### src/rtl/ata_mwdma_engine.sv
`timescale 1ns/1ps
module ata_mwdma_engine #(
  parameter int DW = 16,
  parameter int CW = 16,
  parameter int TW = 8
) (
  input  logic          clk,
  input  logic          rst_n,
  input  logic          start,
  input  logic          dir_wr,
  input  logic [CW-1:0] word_count,
  input  logic [TW-1:0] t_ackset,
  input  logic [TW-1:0] t_act,
  input  logic [TW-1:0] t_rec,
  input  logic [TW-1:0] t_ackrel,
  input  logic          abort,
  input  logic [DW-1:0] tx_data,
  input  logic          tx_empty,
  output logic          tx_pop,
  output logic [DW-1:0] rx_data,
  output logic          rx_push,
  input  logic          rx_full,
  input  logic          dev_dreq,
  output logic          dev_dack_n,
  output logic          dev_rd_n,
  output logic          dev_wr_n,
  output logic [1:0]    dev_cs_n,
  output logic [DW-1:0] dev_dout,
  output logic          dev_doe,
  input  logic [DW-1:0] dev_din,
  output logic          busy,
  output logic          done,
  output logic [CW-1:0] words_done
);

  typedef enum logic [2:0] {S_IDLE, S_SETUP, S_DECIDE, S_STROBE, S_RECOVER, S_HOLD} state_t;

  state_t        st;
  logic [TW-1:0] tcnt, lim, lim_e;
  logic [CW-1:0] left;
  logic          wr_q, stop_q, stop_now, ready, go, tick_end;

  always_comb begin
    case (st)
      S_SETUP:  lim = t_ackset;
      S_STROBE: lim = t_act;
      S_HOLD:   lim = t_ackrel;
      default:  lim = t_rec;
    endcase
  end

  assign lim_e    = (lim == '0) ? TW'(1) : lim;
  assign tick_end = (tcnt + TW'(1)) >= lim_e;
  assign ready    = wr_q ? !tx_empty : !rx_full;
  assign stop_now = stop_q || abort;
  assign go       = (st == S_DECIDE) && !stop_now && (left != '0) && dev_dreq && ready;

  assign tx_pop     = go && wr_q;
  assign busy       = (st != S_IDLE);
  assign dev_dack_n = (st == S_IDLE);
  assign dev_rd_n   = !((st == S_STROBE) && !wr_q);
  assign dev_wr_n   = !((st == S_STROBE) && wr_q);
  assign dev_cs_n   = 2'b11;
  assign dev_doe    = busy && wr_q;

  always_ff @(posedge clk or negedge rst_n) begin
    if (!rst_n) begin
      st         <= S_IDLE;
      tcnt       <= '0;
      left       <= '0;
      wr_q       <= 1'b0;
      stop_q     <= 1'b0;
      words_done <= '0;
      rx_data    <= '0;
      rx_push    <= 1'b0;
      dev_dout   <= '0;
      done       <= 1'b0;
    end else begin
      rx_push <= 1'b0;
      done    <= 1'b0;
      if (abort && st != S_IDLE) stop_q <= 1'b1;
      case (st)
        S_IDLE: if (start) begin
          st         <= S_SETUP;
          tcnt       <= '0;
          left       <= word_count;
          wr_q       <= dir_wr;
          words_done <= '0;
          stop_q     <= 1'b0;
        end
        S_SETUP: begin
          tcnt <= tick_end ? '0 : tcnt + TW'(1);
          if (tick_end) st <= S_DECIDE;
        end
        S_DECIDE: begin
          tcnt <= '0;
          if (stop_now || left == '0) st <= S_HOLD;
          else if (go) begin
            st <= S_STROBE;
            if (wr_q) dev_dout <= tx_data;
          end
        end
        S_STROBE: begin
          tcnt <= tick_end ? '0 : tcnt + TW'(1);
          if (tick_end) begin
            st         <= S_RECOVER;
            left       <= left - CW'(1);
            words_done <= words_done + CW'(1);
            if (!wr_q) begin
              rx_data <= dev_din;
              rx_push <= 1'b1;
            end
          end
        end
        S_RECOVER: begin
          tcnt <= tick_end ? '0 : tcnt + TW'(1);
          if (tick_end) st <= S_DECIDE;
        end
        S_HOLD: begin
          tcnt <= tick_end ? '0 : tcnt + TW'(1);
          if (tick_end) begin
            st     <= S_IDLE;
            done   <= 1'b1;
            stop_q <= 1'b0;
          end
        end
        default: st <= S_IDLE;
      endcase
    end
  end

  assert_strobe_needs_ack_R9: assert property (@(posedge clk) disable iff (!rst_n)
    (!dev_rd_n || !dev_wr_n) |-> (!dev_dack_n && (dev_rd_n || dev_wr_n)));

  assert_no_strobe_without_dreq_R7: assert property (@(posedge clk) disable iff (!rst_n)
    ($fell(dev_rd_n) || $fell(dev_wr_n)) |-> $past(dev_dreq));

  assert_no_read_when_full_R8: assert property (@(posedge clk) disable iff (!rst_n)
    $fell(dev_rd_n) |-> !$past(rx_full));

  assert_no_write_when_empty_R8: assert property (@(posedge clk) disable iff (!rst_n)
    $fell(dev_wr_n) |-> !$past(tx_empty));

  assert_write_data_stable_R6: assert property (@(posedge clk) disable iff (!rst_n)
    (!dev_wr_n && $past(!dev_wr_n)) |-> $stable(dev_dout));

  assert_push_after_read_R5: assert property (@(posedge clk) disable iff (!rst_n)
    rx_push |-> (dev_rd_n && $past(!dev_rd_n)));

  assert_done_releases_ack_R10: assert property (@(posedge clk) disable iff (!rst_n)
    done |-> (dev_dack_n && $past(!dev_dack_n)));

endmodule

### config.mk
export PLATFORM = sky130hd
export DESIGN_NAME = ata_mwdma_engine
export DESIGN_NICKNAME = d
export VERILOG_FILES = /design/src/rtl/ata_mwdma_engine.sv
export SDC_FILE = /design/constraint.sdc
export NUM_CORES = 1
export LEC_CHECK = 0
export ABC_AREA = 1
export BUFFER_PORTS_ARGS = -buffer_cell sky130_fd_sc_hd__buf_4
export CAP_MARGIN = 20
export CORE_ASPECT_RATIO = 1.5
export CORE_MARGIN = 10
export CORE_UTILIZATION = 45
export CTS_BUF_LIST = sky130_fd_sc_hd__clkbuf_4
export DETAILED_ROUTE_END_ITERATION = 10
export HOLD_SLACK_MARGIN = 0.12
export PLACE_DENSITY = 0.79
export SLEW_MARGIN = 10
export SYNTH_ARGS = -nofsm -noshare
export SYNTH_HDL_FRONTEND = slang
export SYNTH_SLANG_ARGS = --single-unit
### constraint.sdc
create_clock -name clk -period 8.05 [get_ports clk]
set_input_delay 1.61 -clock clk [delete_from_list [all_inputs] [get_ports clk]]
set_output_delay 1.61 -clock clk [all_outputs]
set_load 0.02 [all_outputs]
==> metrics, run 1 <==
share of the yosys chip area belonging to registers 40.6%; hold slack 496 ps; core area 10600 um2; Crit-path slowest cell or2_2; Adder-Cell Fraction of Synth Area 2.82%; area grow syn2layout 26.0%; Max Cap Viol 0; Max Slew Vio Count 0; grt ovf 0; DRC viols 0; fmax 220 MHz; Final Setup Violations 0; post-synthesis compound-gate area fraction 2.90%; final net count 937; Detail Route Antenna Nets 0; flops & latches, synth 79; site row count 46; Vias/cell 4.92; Post-Syn Instances 706; largest family of logic cells by synthesized area simple AND/OR/NAND/NOR gates; ys async rst share 100%; Distinct cells, synth 36; crit-path leading delay family simple AND/OR/NAND/NOR gates; CTS root buffer clkbuf_4; post-synth top area share 40.6%; Placement Setup Slack 3230 ps; metal3 WL 615 um; mapped cell area 4870 um2; mux contribution to synthesized area 0%; Starting Density 46.0%; Final Hold Violating Endpoints 0; clock skew 12.6 ps; CP peak stage delay 310 ps; wirelength, routed 14300 um; final core utilization 58.0%; DP HPWL 10800 um; XOR/XNOR share of the synthesized area 2.70%; share of post-route cells with drive strength above 1 22.7%; cts bufs inserted 9; Tmin final 4550 ps; dominant cell type by area after synthesis dfrtp_1; CP Capture Type output port; initial antenna violation count 0; I/O pin count 146; Cell Pwr Density 285 nW/um2; CTS Hold Buffers Added 0; relative slew slack 31.4%; worst path required time 6440 ps; Worst Setup Path Type in2out; Diodes inserted 0; synth top area cells dfrtp_1 41%, nand2_1 24%, nand3_1 6.6%, nor2_1 6.3%, inv_1 3.1%; met1 WL 5500 um; LEAKAGE 3.42 nW; H-tree levels 3; VDD IR max 133 uV; Post-Synth Simple-Gate Area 44.0%; CTS tree built; Routed wire per std cell 14.5 um; Hold Crit Class reg2reg; most frequent CP cell buf_4; crit path max fanout 17; pin count of the biggest net entering global routing 80; number of synthesized flops with an enable pin 0; Yosys warnings 0; drt initial violations 229; period utilization 56.5%; GRT Util Overall 18.5%; Post-CTS Setup Inserts 0; clock sink count 79; Fillers 1083; Setup TNS Final 0 ps; Port Buffers 143; clock buffer depth 2; vias 4858; routability-driven placement congestion ratio 0.862; Commonest cells post-synth 311 x nand2_1, 82 x nor2_1, 79 x dfrtp_1; Die Y 147 um; Max Used Layer met4; worst-skew pair later-pin latency 450 ps; status finished, final reports clean; most frequent cell after synthesis nand2_1; ys flop type dfrtp_1; Worst setup SP type input port; Die W 105 um; Tot Pwr 1.75 mW; RSZ-0062 raised after global routing no; WP buf/inv 3; first-pass GRT wire length 23600 um; first-pass iteration count of the detailed router 4; met2 wire length 7790 um; CTS clk-pin slew, worst paths 130 ps; Worst Tran Pin Value 1030 ps; Data arrival, critical path 2940 ps; syn_area_per_cell 6.90 um2; CTS resizes 0; Worst Slack Setup Final 3500 ps; vias in the first global route 4844; worst path cell trace buf_4 > or2_2 > nor2_4 > nand4_4 > inv_4 > buf_4; DIE AREA 15500 um2
through the flow:
| stage | cells | cell area [um2] |
|---|---|---|
| floorplan | 707 | 4880 |
| global placement | 970 | 5980 |
| detailed placement | 970 | 5980 |
| CTS | 986 | 6110 |
| global route | 987 | 6140 |
| finish | 987 | 6140 |
worst register-to-register path: stages (launching register included):
cell and delay (ps):
dfrtp_1 680, inv_2 220, nor2_8 400, nand2_1 110, nand4_1 170, nor2_1 70, nand2_1 60, nand2_1 50
ha_1 270, nand2_1 60, nor2_1 40, nor2_1 80, nand2_1 50, nand2_1 80, nand2_1 140, nand2_2 510
nand2_1 800, nand2_1 260, nand2_1 80
final timing paths:
path | startpoint | to | slack [ps] | cells after the start
min in group asynchronous | rst_n | rx_data[4]$_DFFE_PN0P_ | 1010 | 1
worst min register to register | dev_dout[12]$_DFFE_PN0P_ | dev_dout[12]$_DFFE_PN0P_ | 500 | 2
worst min-delay path | dev_dout[12]$_DFFE_PN0P_ | dev_dout[12]$_DFFE_PN0P_ | 500 | 2
worst max-delay path | abort | tx_pop | 3500 | 6
worst max register to register | st[1]$_DFFE_PN0P_ | left[9]$_DFFE_PN0P_ | 3810 | 18
max in group asynchronous | rst_n | st[2]$_DFFE_PN0P_ | 6450 | 2
report_power, final:
| part | total (mW) | switching, mW | internal (mW) |
|---|---|---|---|
| combinational | 0.873 | 0.545 | 0.328 |
| sequential | 0.631 | 0.119 | 0.512 |
| clock | 0.246 | 0.149 | 0.0971 |
| total | 1.75 | 0.814 | 0.936 |
area by class of cell:
| class | count | area, um2 | area share [%] |
|---|---|---|---|
| tap | 144 | 180 | 2.93 |
| clock buffer | 10 | 75.1 | 1.22 |
| timing repair buffer | 144 | 1100 | 17.9 |
| multi-input combinational | 555 | 2560 | 41.7 |
| clock inverter | 6 | 61.3 | 0.998 |
| inverter | 49 | 186 | 3.04 |
| sequential | 79 | 1980 | 32.2 |
cells by family after synthesis:
family / Yosys count
AO/OA/AOI/OAI: 25
XOR/XNOR: 15
adder cells (fa/ha/maj): 11
buffers and inverters: 73
flip-flops: 79
other: 1
AND/OR/NAND/NOR: 502
metal layers:
| metal | GRT usage [%] | vias up |
|---|---|---|
| li1 | - | 2469 |
| met1 | 20.1 | 2227 |
| met2 | 33.0 | 125 |
| met3 | 4.09 | 37 |
| met4 | 8.82 | 0 |
| met5 | 0 | - |
registers in the layout, summed over array words and instances, names as in the netlist:
signal      flops
left           16
dev_dout       16
words_done     16
wr_q            1
done            1
st              3
rx_data        16
tcnt            8
stop_q          1
rx_push         1
cells in the final DEF (no fill, tap or decap), types with 3 or more instances in the layout:
cell type  synthesis  final
clkbuf_4           0     10
nor2_2             3      3
inv_2              8      8
buf_4              5    143
nand2_4            3      3
o21ai_0            9      9
inv_1             40     40
nor3_1             4      4
nand4_1           13     13
or2_2              6      6
nor2_1            82     82
clkinv_2           0      3
xor2_1            13     13
nand3b_1           6      6
nand3_1           64     64
nand2_2            5      5
nand2_1          311    311
o22ai_1            3      3
ha_1              11     11
a21oi_1            6      6
dfrtp_1           79     79
No activity file was read; power rests on OpenSTA's default activity.
==> inputs of run 2 (changes only) <==
==> constraint.sdc (replaced) <==
create_clock -name clk -period 4.2 [get_ports clk]
set_input_delay 0.84 -clock clk [delete_from_list [all_inputs] [get_ports clk]]
set_output_delay 0.84 -clock clk [all_outputs]
set_load 0.02 [all_outputs]
==> run 2 against run 1 <==
  * Sequential cell count unchanged
  * Core utilization increased by 0.76 points
  * Total power increased by 100%
  * Clock-buffer cell count decreased by 1
  * Clock skew increased by 9.2 ps
  * Combinational power increased by 91%
  * Sequential share of layout area decreased by 0.41 points
  * Non-clock buffer count increased by 2
  * Final cell count increased by 0.10%
  * Sequential power increased by 92%
  * Design area increased by 1.3%
  * Die area unchanged
  * Critical endpoint unchanged
==> metrics, run 2 (synthesis gave the netlist of run 1 again) <==
status finished, final reports clean; Final Hold Violating Endpoints 0 (unchanged); wirelength, routed 14100 um (-1.9%); CTS clk-pin slew, worst paths 140 ps (about the same); Layout Cells excl Fill 988 (+0.10%); drt initial violations 199 (-13%); Hold Crit Class in2async; Placement Setup Slack 1010 ps (-2230 ps); commonest non-fill, non-tap cells in the layout 311 x nand2_1, 145 x buf_4, 82 x nor2_1, 79 x dfrtp_1, 64 x nand3_1; fmax 303 MHz; # placed instances 972 (+0.21%); I/O pin count 146 (unchanged); final net count 939 (+0.21%); relative slew slack 54.5% (+23 points); first-pass GRT wire length 23300 um (-1.1%); clock sink count 79 (unchanged); Worst Slack Setup Final 896 ps (-2610 ps); CP Capture Type output port; crit path max fanout 17 (unchanged); DRC viols 0 (unchanged); multi-input logic area 2560 um2 (unchanged); Diodes inserted 0 (unchanged); R2R depth 21 (+3); routability-driven placement congestion ratio 0.894 (+3.6%); share of post-route cells with drive strength above 1 22.7% (+0.092 points); cts bufs inserted 9 (unchanged); H-tree levels 3 (unchanged); initial antenna violation count 0 (unchanged); Max Slew Vio Count 0 (unchanged); reg2reg start st[1]$_DFFE_PN0P_; first-pass iteration count of the detailed router 4 (unchanged); period utilization 78.7%; grt ovf 0 (unchanged); Final Setup Violations 0 (unchanged); placed cell area 5990 um2 (+0.25%); worst path required time 3360 ps (-3080 ps); Storage cell area 1980 um2 (unchanged); Routed wire per std cell 14.2 um (-2.0%); DP HPWL 10600 um (-2.0%); Worst Setup Path Type reg2out; Worst Tran Pin Value 680 ps (-346 ps); Setup TNS Final 0 ps (unchanged); vias in the first global route 4851 (+0.14%); Detail Route Antenna Nets 0 (unchanged); worst-skew pair later-pin latency 450 ps (about the same); R2R Setup Slk 970 ps (-2840 ps); Port Buffers 143 (unchanged); pin count of the biggest net entering global routing 80 (unchanged); Post-CTS Setup Inserts 0 (unchanged); LEAKAGE 3.46 nW (+1.1%); CTS Hold Buffers Added 0 (unchanged); core area 10600 um2 (unchanged); CTS tree built; clock skew 21.8 ps (+9.22 ps); Data arrival, critical path 2460 ps (-480 ps); Tot Pwr 3.51 mW (+100%); Cell Pwr Density 565 nW/um2 (+98%); Starting Density 46.0% (unchanged); Max Cap Viol 0 (unchanged); Vias/cell 4.83 (-1.9%); RSZ-0062 raised after global routing no; area grow syn2layout 27.7%; Fillers 1041 (-3.9%); post-route cell area 6220 um2 (+1.3%); VDD IR max 300 uV (+130%); clock buffer depth 2 (unchanged); Tmin final 3300 ps; DIE AREA 15500 um2 (unchanged); GRT Util Overall 18.1% (-0.39 points); CTS root buffer clkbuf_4; Die Y 147 um (unchanged); vias 4769 (-1.8%); Die W 105 um (unchanged); CTS resizes 0 (unchanged); FF-to-FF End left[6]$_DFFE_PN0P_; Worst setup SP type register; site row count 46 (unchanged); leading cell type in the layout, fill and taps excluded nand2_1
[run 2: cell types whose count changed in the layout (fill, tap and decap cells not counted)]
cell,before,now
buf_4,143,145
bufinv_16,1,4
clkbuf_4,10,9
clkinv_2,3,1
clkinvlp_4,1,0
[run 2: worst max path at each step]
stage                              startpoint                          to  slack, ps  depth (start not counted)
after floorplan                      t_rec[7]  words_done[13]$_DFFE_PN0P_       1610                         18
after global placement      st[1]$_DFFE_PN0P_        left[14]$_DFFE_PN0P_       1100                         21
after detailed placement    st[1]$_DFFE_PN0P_   words_done[6]$_DFFE_PN0P_       1010                         21
after CTS                 left[0]$_DFFE_PN0P_                      tx_pop        880                          8
after global routing        st[1]$_DFFE_PN0P_         left[6]$_DFFE_PN0P_        640                         19
final                     left[0]$_DFFE_PN0P_                      tx_pop        900                          8
[run 2: metrics by stage]
stage | util [%] | hold slack (ps)
finish | 58.7 | 232
global route | 58.7 | 232
CTS | 58.5 | 502
detailed placement | 56.6 | 466
global placement | 56.6 | 464
floorplan | - | 474
[run 2: final cells by class]
| type | count | share of cell area (%) |
|---|---|---|
| multi-input combinational | 555 | 41.2 |
| clock buffer | 9 | 1.09 |
| sequential | 79 | 31.8 |
| inverter | 49 | 3.00 |
| tap | 144 | 2.90 |
| clock inverter | 6 | 2.15 |
| timing repair buffer | 146 | 17.9 |
[run 2: layer usage]
metal	vias to the layer above	global-route usage (%)	wire length [um]	part of all wire [%]
li1	2481	-	-	-
met1	2141	20.2	5730	41
met2	122	32.7	7410	53
met3	25	3.13	565	4.0
met4	0	7.92	358	2.5
met5	-	0	0	0
[run 2: critical path, cell delays in order, from the launching register on]
cell	delay, ps
dfrtp_1	420
inv_1	70
ha_1	240
nand3_1	210
nor2_1	110
nand2_1	210
nand4_4	300
inv_4	270
buf_4	180
[run 2: power by group]
part           internal, mW  switching [mW]
Sequential            0.981           0.226
Clock                 0.358           0.279
Combinational         0.629            1.04
Total                  1.97            1.54
